$ cat src/rtl/pwm_pkg.sv
package pwm_pkg;

    typedef enum logic {
        DIR_UP   = 1'b0,
        DIR_DOWN = 1'b1
    } count_dir_e;

    typedef struct packed {
        logic lo;
        logic hi;
    } leg_gate_t;

    localparam int NUM_LEGS  = 2;
    localparam int GATE_BITS = 2 * NUM_LEGS;

endpackage

$ cat src/rtl/pwm_carrier_gen.sv
module pwm_carrier_gen
    import pwm_pkg::*;
#(
    parameter int CW = 16
) (
    input  logic                 clk,
    input  logic                 rst,
    input  logic signed [CW-1:0] lim_top,
    input  logic signed [CW-1:0] lim_bot,
    input  logic        [CW-1:0] step_rise,
    input  logic        [CW-1:0] step_fall,
    input  logic signed [CW-1:0] phase_init,
    output logic signed [CW-1:0] carrier
);

    localparam int EW = CW + 2;

    count_dir_e dir_q;

    logic signed [EW-1:0] ext_c;
    logic signed [EW-1:0] ext_top;
    logic signed [EW-1:0] ext_bot;
    logic signed [EW-1:0] rise_sum;
    logic signed [EW-1:0] fall_diff;
    logic                 hit_top;
    logic                 hit_bot;
    logic signed [CW-1:0] start_val;

    always_comb begin
        ext_c     = EW'(carrier);
        ext_top   = EW'(lim_top);
        ext_bot   = EW'(lim_bot);
        rise_sum  = ext_c + $signed({2'b00, step_rise});
        fall_diff = ext_c - $signed({2'b00, step_fall});
        hit_top   = (rise_sum >= ext_top);
        hit_bot   = (fall_diff <= ext_bot);
        if (phase_init > lim_top) begin
            start_val = lim_top;
        end else if (phase_init < lim_bot) begin
            start_val = lim_bot;
        end else begin
            start_val = phase_init;
        end
    end

    always_ff @(posedge clk) begin
        if (rst) begin
            carrier <= start_val;
            dir_q   <= DIR_UP;
        end else begin
            case (dir_q)
                DIR_UP: begin
                    if (hit_top) begin
                        carrier <= lim_top;
                        dir_q   <= DIR_DOWN;
                    end else begin
                        carrier <= rise_sum[CW-1:0];
                    end
                end
                default: begin
                    if (hit_bot) begin
                        carrier <= lim_bot;
                        dir_q   <= DIR_UP;
                    end else begin
                        carrier <= fall_diff[CW-1:0];
                    end
                end
            endcase
        end
    end

    assert_top_turn_R5: assert property (@(posedge clk) disable iff (rst)
        (dir_q == DIR_UP && hit_top) |=> (carrier == $past(lim_top) && dir_q == DIR_DOWN));

    assert_bot_turn_R6: assert property (@(posedge clk) disable iff (rst)
        (dir_q == DIR_DOWN && hit_bot) |=> (carrier == $past(lim_bot) && dir_q == DIR_UP));

endmodule

$ cat src/rtl/pwm_leg_cmp.sv
module pwm_leg_cmp
    import pwm_pkg::*;
#(
    parameter int CW     = 16,
    parameter bit NEGATE = 1'b0
) (
    input  logic                 clk,
    input  logic                 rst,
    input  logic signed [CW-1:0] ref_in,
    input  logic signed [CW-1:0] carrier,
    output leg_gate_t            gate
);

    logic signed [CW:0] ref_ext;
    logic signed [CW:0] ref_eff;
    logic signed [CW:0] car_ext;
    logic               above;

    always_comb begin
        ref_ext = (CW+1)'(ref_in);
        car_ext = (CW+1)'(carrier);
    end

    generate
        if (NEGATE) begin : g_neg
            always_comb ref_eff = -ref_ext;
        end else begin : g_pos
            always_comb ref_eff = ref_ext;
        end
    endgenerate

    always_comb above = (ref_eff > car_ext);

    always_ff @(posedge clk) begin
        if (rst) begin
            gate.hi <= 1'b0;
            gate.lo <= 1'b1;
        end else begin
            gate.hi <= above;
            gate.lo <= ~above;
        end
    end

    // R7 for leg A instance, R8 for leg B instance
    assert_gate_follows_R7: assert property (@(posedge clk) disable iff (rst)
        1'b1 |=> (gate.hi == ($past(ref_eff) > $past(car_ext))));

    assert_lo_inverse_R9: assert property (@(posedge clk) disable iff (rst)
        gate.lo == ~gate.hi);

endmodule

$ cat src/rtl/pwm_unipolar_mod.sv
module pwm_unipolar_mod
    import pwm_pkg::*;
#(
    parameter int CW = 16
) (
    input  logic                 clk,
    input  logic                 rst,
    input  logic signed [CW-1:0] lim_top,
    input  logic signed [CW-1:0] lim_bot,
    input  logic        [CW-1:0] step_rise,
    input  logic        [CW-1:0] step_fall,
    input  logic signed [CW-1:0] phase_init,
    input  logic signed [CW-1:0] ref_leg_a,
    input  logic signed [CW-1:0] ref_leg_b,
    output logic        [3:0]    gate,
    output logic signed [CW-1:0] carrier
);

    logic signed [CW-1:0] leg_ref [NUM_LEGS];
    leg_gate_t            leg_gate [NUM_LEGS];

    assign leg_ref[0] = ref_leg_a;
    assign leg_ref[1] = ref_leg_b;

    pwm_carrier_gen #(.CW(CW)) u_carrier (
        .clk        (clk),
        .rst        (rst),
        .lim_top    (lim_top),
        .lim_bot    (lim_bot),
        .step_rise  (step_rise),
        .step_fall  (step_fall),
        .phase_init (phase_init),
        .carrier    (carrier)
    );

    generate
        for (genvar g = 0; g < NUM_LEGS; g++) begin : g_leg
            pwm_leg_cmp #(.CW(CW), .NEGATE(g == 1)) u_leg (
                .clk     (clk),
                .rst     (rst),
                .ref_in  (leg_ref[g]),
                .carrier (carrier),
                .gate    (leg_gate[g])
            );
            assign gate[2*g]   = leg_gate[g].hi;
            assign gate[2*g+1] = leg_gate[g].lo;
        end
    endgenerate

endmodule

$ cat config.mk
export PLATFORM = sky130hd
export DESIGN_NAME = pwm_unipolar_mod
export DESIGN_NICKNAME = d
export VERILOG_FILES = /design/src/rtl/pwm_pkg.sv /design/src/rtl/pwm_carrier_gen.sv /design/src/rtl/pwm_leg_cmp.sv /design/src/rtl/pwm_unipolar_mod.sv
export SDC_FILE = /design/constraint.sdc
export NUM_CORES = 1
export LEC_CHECK = 0
export CORE_MARGIN = 3
export CORE_UTILIZATION = 53
export CTS_CLUSTER_DIAMETER = 30
export DETAILED_ROUTE_END_ITERATION = 7
export GPL_TIMING_DRIVEN = 0
export PLACE_DENSITY = 0.84
export SLEW_MARGIN = 0
export SYNTH_ARGS = -nofsm -noshare
export SYNTH_HDL_FRONTEND = slang
export SYNTH_SLANG_ARGS = --single-unit
export TNS_END_PERCENT = 30
$ cat constraint.sdc
create_clock -name clk -period 7.1 [get_ports clk]
set_input_delay 2.13 -clock clk [delete_from_list [all_inputs] [get_ports clk]]
set_output_delay 2.13 -clock clk [all_outputs]
set_load 0.01 [all_outputs]
==> flow_summary.json, run 1 <==
{
  "synth_area_mm2": 0.00571,
  "synth_adder_area_share": 0.303,
  "muxShareOfSynthArea": 0.0942,
  "clkPwrFrac": 0.029,
  "crit_path_max_fanout": 10,
  "syn_inst": 726,
  "postRouteAntennaNets": 0,
  "required_ns": 7.26,
  "fin_util": 0.698,
  "drtIter0Drc": 365,
  "drt-vias-per-instance": 5.88,
  "setup_violations": 0,
  "clk_latency_ns": 0.27,
  "holdCritPathClass": "reg2reg",
  "cts_tree": "built",
  "ys_warn_count": 0,
  "ys_seq_elements": 21,
  "ys.flop_type": "dfxtp_1",
  "arrival_ns": 6.97,
  "synthSimpleGateAreaFrac": 0.150,
  "reg2reg_depth": 20,
  "whs_endpoint": "g_leg[1].u_leg.gate[1]",
  "grt_pass1_wl_mm": 26.4,
  "p_sw_frac": 0.531,
  "sequentialPowerShare": 0.088,
  "hold_path_startpoint": "u_carrier.carrier[14]",
  "period_share": 0.959,
  "io_pins": 134,
  "tns_ns": 0,
  "rr_endpoint": "u_carrier.carrier[14]",
  "grt_max_degree": 13,
  "slew_headroom": 0.284,
  "criticalPathCategory": "in2reg",
  "hold_viol_final": 0,
  "hpwlAfterDp_mm": 15.2,
  "drive_above_1_share": 0.0394,
  "clkTransAtPathRegs_ns": 0.10,
  "synth_compound_area_frac": 0.236,
  "yosysUniqueCellTypes": 66,
  "skew_ns": 0.0121,
  "overflow": 0,
  "num_rows": 37,
  "yosys.area.top_type": "ha_1",
  "cellInternalPower_w": 0.00137,
  "drc": 0,
  "finalPower_w": 0.00293,
  "grt_use_total": 0.279,
  "rrSetupSlack_ns": 2.18,
  "tightest_slew_ns": 1.05,
  "postCtsHoldBufs": 0,
  "postCtsSetupRepairBufs": 0,
  "synth-xor-area-share": 0.0688,
  "drv_cap": 0,
  "synthArstFlopShare": 0,
  "comb_power_share": 0.883,
  "fp.dieH_um": 110,
  "synthTopCellsByArea": "ha_1 30%, mux2i_1 8.2%, dfxtp_1 7.4%, inv_1 5.9%, a21oi_1 5.4%",
  "core_area_mm2": 0.0104,
  "io_buffers": 132,
  "fillers": 894,
  "antenna_found_initial": 0,
  "max_freq_ghz": 0.147,
  "p_leak_nw": 3.40,
  "cts_sinks": 21,
  "design_area_mm2": 0.00727,
  "placedCellCount": 994,
  "cts_made_buffers": 3,
  "drt_wl_total_mm": 17.3,
  "status": "finished, final reports clean",
  "synthesis.nets": 977,
  "power.density_mw_per_mm2": 403,
  "initial_core_util": 0.548,
  "synth_top_family_by_area": "adder cells",
  "synth_top_area_share": 0.296,
  "synth-edff-count": 0,
  "syn_area_per_cell_um2": 7.87,
  "num_vias": 5869,
  "gp_congestion": 0.967,
  "num-nets-final": 1114,
  "die_area_mm2": 0.0121,
  "post_drt_wl_per_cell_um": 17.3,
  "ys_seq_area_frac": 0.0736,
  "power.switching_w": 0.00156,
  "synthToLayoutAreaGrowth_pct": 27.3,
  "grt_pass1_vias": 5548,
  "grt_setup_unrepaired": "false",
  "num_antenna_cells": 0,
  "cp-end-kind": "flip-flop",
  "ir_drop_mv": 0.262,
  "hold_depth": 3,
  "maxSlewViolCount": 0,
  "r2r-start": "u_carrier.carrier[0]",
  "stdcell_count": 998,
  "min_period_ns": 6.81,
  "clock_path_buffers": 2,
  "h-tree-depth": 1,
  "dieWidth_um": 110,
  "cts_resized": 0,
  "critPathLaunchType": "primary input",
  "ctsRootBufferMaster": "clkbuf_8",
  "first_pass_iters": 5,
  "dpl_cell_area_mm2": 0.00720
}
[cells in the mapped netlist, types with 4 or more instances]
cell	n
nand2b_1	5
a21o_1	16
nor3_1	27
inv_1	90
clkbuf_1	6
mux2i_1	47
a21oi_1	62
o211ai_1	6
nor2_1	34
o21ai_0	23
mux2_2	6
o21bai_1	7
nor2b_1	8
a22o_1	8
a31oi_1	8
or2_2	6
xor2_1	13
nor4_1	4
nand2_1	29
nand4_1	25
dfxtp_1	21
and2_1	4
o21a_1	9
a2111oi_0	4
ha_1	135
xnor2_1	30
o22ai_1	5
a211oi_1	18
nand3_1	10
[routing by layer]
| metal | GRT usage | wire length [µm] | vias up |
|---|---|---|---|
| met5 | 0 | 0 | - |
| met4 | 0.0597 | 368 | 0 |
| met3 | 0.0341 | 905 | 26 |
| met2 | 0.475 | 8020 | 189 |
| met1 | 0.376 | 7990 | 2668 |
| li1 | - | - | 2986 |
[state kept, by name, summed over array words and instances, names as in the netlist]
name,cells
u_carrier.carrier,16
g_leg.u_leg.gate,4
u_carrier.dir_q,1
[layout make-up]
type                    instances  area, µm²  area share
repair buffers                132       1320       0.182
well taps                     136        170      0.0234
flip-flops and latches         21        420      0.0578
multi-input cells             601       4880       0.671
plain buffers                  14       93.8      0.0129
clock inverters                 1       5.00    0.000688
clock buffers                   3       41.3     0.00568
inverters                      90        338      0.0465
[metrics by stage]
stage          hold WS (ns)  worst slack (ns)
6_report              0.792             0.292
5_1_grt               0.848           0.00946
4_1_cts               0.781            0.0698
3_5_place_dp          0.759            -0.186
3_3_place_gp          0.735            -0.108
2_1_floorplan         0.716             0.993
[worst max-delay path, stage by stage]
cell,delay (ns)
clkdlybuf4s50_1,0.40
ha_1,0.24
fa_1,0.45
a211oi_2,0.29
o21ai_1,0.19
a211oi_2,0.28
o41ai_1,0.14
a21oi_2,0.21
o21bai_1,0.10
a21oi_1,0.18
xnor2_1,0.09
ha_1,0.33
nand4_1,0.21
nor4_2,0.37
a2bb2oi_1,0.12
a31oi_1,0.17
o21bai_2,0.16
clkbuf_4,0.26
inv_1,0.16
mux2i_1,0.15
a221oi_1,0.35
[power by group through the flow]
stage	registers, W	clock network (W)	logic (W)
finish	0.000256	0.0000853	0.00259
global route	0.000267	0.0000939	0.00287
CTS	0.000258	0.0000881	0.00254
detailed placement	0.000260	0	0.00251
global placement	0.000259	0	0.00244
floorplan	0.000266	0	0.00179
[placed cells by master, fill, tap and decap left out, types with 7 or more instances in the layout]
| cell type | instances |
|---|---|
| o21bai_1 | 7 |
| o21a_1 | 9 |
| a21oi_1 | 61 |
| nand4_1 | 25 |
| clkdlybuf4s50_1 | 132 |
| xnor2_1 | 30 |
| ha_1 | 135 |
| a22o_1 | 8 |
| nor3_1 | 27 |
| mux2i_1 | 47 |
| a31oi_1 | 8 |
| nor2b_1 | 8 |
| nand2_1 | 29 |
| xor2_1 | 13 |
| nor2_1 | 34 |
| dfxtp_1 | 21 |
| nand3_1 | 10 |
| a211oi_1 | 16 |
| a21o_1 | 16 |
| o21ai_0 | 23 |
| inv_1 | 90 |
[cells by family (layout without fill, tap and decap cells)]
logic type / Yosys count / count (layout)
multiplexers: 53 / 53
XOR/XNOR: 44 / 44
buffers and inverters: 104 / 240
adder cells (fa/ha/maj): 137 / 137
AO/OA/AOI/OAI: 200 / 200
AND/OR/NAND/NOR: 167 / 167
flip-flops: 21 / 21
[worst max-delay path by stage]
stage / startpoint / end / depth (start not counted)
after floorplan: step_rise[0] / u_carrier.carrier[8] / 20
after global placement: step_rise[0] / u_carrier.carrier[14] / 21
after detailed placement: step_rise[0] / u_carrier.carrier[14] / 21
after CTS: step_rise[0] / u_carrier.carrier[14] / 21
after global routing: step_rise[0] / u_carrier.carrier[14] / 21
final: step_rise[0] / u_carrier.carrier[14] / 21
No activity file was read; power rests on OpenSTA's default activity.
==> inputs of run 2 (changes only) <==
CORE_UTILIZATION = 46   (was 53)
PLACE_DENSITY = 0.75   (was 0.84)
SLEW_MARGIN = 20   (was 0)
==> flow_summary.json, run 2 (same netlist as run 1, synthesis figures left out) <==
{
  "overflow": 0,
  "drt_wl_total_mm": 18.3,
  "drv_cap": 0,
  "post_drt_wl_per_cell_um": 17.8,
  "gp_congestion": 0.962,
  "crit_path_max_fanout": 10,
  "cts_sinks": 21,
  "fp.dieH_um": 117,
  "critPathMostFrequentCell": "ha_1",
  "grt_setup_unrepaired": "false",
  "status": "finished, final reports clean",
  "period_share": 0.949,
  "io_buffers": 132,
  "clock_path_buffers": 2,
  "core_area_mm2": 0.0121,
  "postCtsSetupRepairBufs": 0,
  "postRouteAntennaNets": 0,
  "arrival_ns": 6.89,
  "largest_reg_flops": 16,
  "io_pins": 134,
  "grt_pass1_wl_mm": 28.8,
  "synthToLayoutAreaGrowth_pct": 28.6,
  "fillers": 1094,
  "slew_headroom": 0.289,
  "drc": 0,
  "drtIter0Drc": 485,
  "regArea_um2": 420,
  "hpwlAfterDp_mm": 16.1,
  "ir_drop_mv": 0.209,
  "hold_viol_final": 0,
  "dieWidth_um": 117,
  "largest_register": "u_carrier.carrier",
  "critPathLaunchType": "primary input",
  "postCtsHoldBufs": 0,
  "skew_ns": 0.00427,
  "cts_resized": 0,
  "setup_violations": 0,
  "grt_pass1_vias": 5736,
  "tightest_slew_ns": 1.04,
  "first_pass_iters": 6,
  "cts_made_buffers": 3,
  "min_period_ns": 6.74,
  "tns_ns": 0,
  "grt_use_total": 0.253,
  "max_freq_ghz": 0.148,
  "num_rows": 40,
  "multiInputGateArea_mm2": 0.00488,
  "p_leak_nw": 3.41,
  "crit_buf_inv": 3,
  "cts_tree": "built",
  "layout_commonest_cell": "ha_1",
  "slowest_stage": "a2111oi_0",
  "top_regs": "u_carrier.carrier x16, g_leg.u_leg.gate x4, u_carrier.dir_q x1",
  "num_vias": 5994,
  "dpl_cell_area_mm2": 0.00724,
  "holdCritPathClass": "reg2reg",
  "num_antenna_cells": 0,
  "crit_chain": "clkdlybuf4s50_1 -> inv_1 -> ha_1 -> nor2b_1 -> o31a_1 -> o211ai_1 -> nand3b_1 -> xnor2_1 -> ha_1 -> nand4_1 -> a211oi_1 -> a2111oi_0 -> o31ai_2 -> nand2_2 -> buf_6 -> mux2i_1 -> a21oi_1 -> a22o_1",
  "cpPeakStageDelay_ns": 0.91,
  "maxSlewViolCount": 0,
  "design_area_mm2": 0.00735,
  "num-nets-final": 1114,
  "clkTransAtPathRegs_ns": 0.07,
  "h-tree-depth": 1,
  "criticalPathCategory": "in2reg",
  "grt_max_degree": 13,
  "stdcell_count": 1030,
  "placedCellCount": 1026,
  "crit_family": "compound AO/OA/AOI/OAI gates",
  "power.density_mw_per_mm2": 406,
  "required_ns": 7.25,
  "cp-end-kind": "flip-flop",
  "drive_above_1_share": 0.0394,
  "die_area_mm2": 0.0138,
  "drt-vias-per-instance": 5.82,
  "layout_common_cells": "135 x ha_1, 132 x clkdlybuf4s50_1, 90 x inv_1, 61 x a21oi_1, 47 x mux2i_1",
  "initial_core_util": 0.474,
  "ctsRootBufferMaster": "clkbuf_16",
  "clk_latency_ns": 0.26,
  "antenna_found_initial": 0
}
-- run 2: changes by cell type in the layout (fill, tap and decap cells not counted) --
cell / before / now
clkbuf_8: 3 / 0
clkbuf_16: 0 / 3
-- run 2: metrics by stage --
step / hold WS (ns) / setup slack, ns / util / total power [W]
floorplan: 0.716 / 0.993 / - / 0.00206
global placement: 0.762 / -0.0719 / 0.601 / 0.00272
detailed placement: 0.787 / -0.167 / 0.601 / 0.00280
CTS: 0.793 / 0.0613 / 0.607 / 0.00294
global route: 0.858 / 0.103 / 0.609 / 0.00327
finish: 0.807 / 0.360 / 0.609 / 0.00298
-- run 2: power by group --
part / total (W) / switching, W / internal, W / leakage (nW)
sequential: 0.000262 / 0.0000802 / 0.000182 / 0.177
clock: 0.000126 / 0.0000501 / 0.0000759 / 0.0409
combinational: 0.00260 / 0.00145 / 0.00115 / 3.19
total: 0.00298 / 0.00158 / 0.00141 / 3.41
-- run 2: worst paths after layout --
path                                             from                     end  slack, ns  depth (start not counted)
worst max-delay path                     step_fall[1]    u_carrier.carrier[7]       0.36                         18
worst min-delay path            u_carrier.carrier[14]  g_leg[1].u_leg.gate[1]       0.81                          3
worst max register to register   u_carrier.carrier[1]    u_carrier.carrier[7]       2.24                         16
worst min register to register  u_carrier.carrier[14]  g_leg[1].u_leg.gate[1]       0.81                          3
-- run 2: tightest hold or removal path, stage by stage, from the launching register on --
cell	delay, ns
dfxtp_1	0.35
inv_1	0.11
ha_1	0.19
a41oi_1	0.11
-- run 2: area by class of cell --
type	instances	area share
Tap cell	168	0.0286
Timing Repair Buffer	132	0.180
Inverter	90	0.0460
Sequential cell	21	0.0572
Buffer	14	0.0128
Clock buffer	3	0.0102
Clock inverter	1	0.000681
Multi-Input combinational cell	601	0.665
-- run 2: layer usage --
layer / vias to the layer above / track usage / wire, µm
met2: 206 / 0.438 / 8680
met1: 2775 / 0.341 / 8320
met3: 23 / 0.0328 / 1030
li1: 2990 / - / -
met5: - / 0 / 0
met4: 0 / 0.0425 / 312
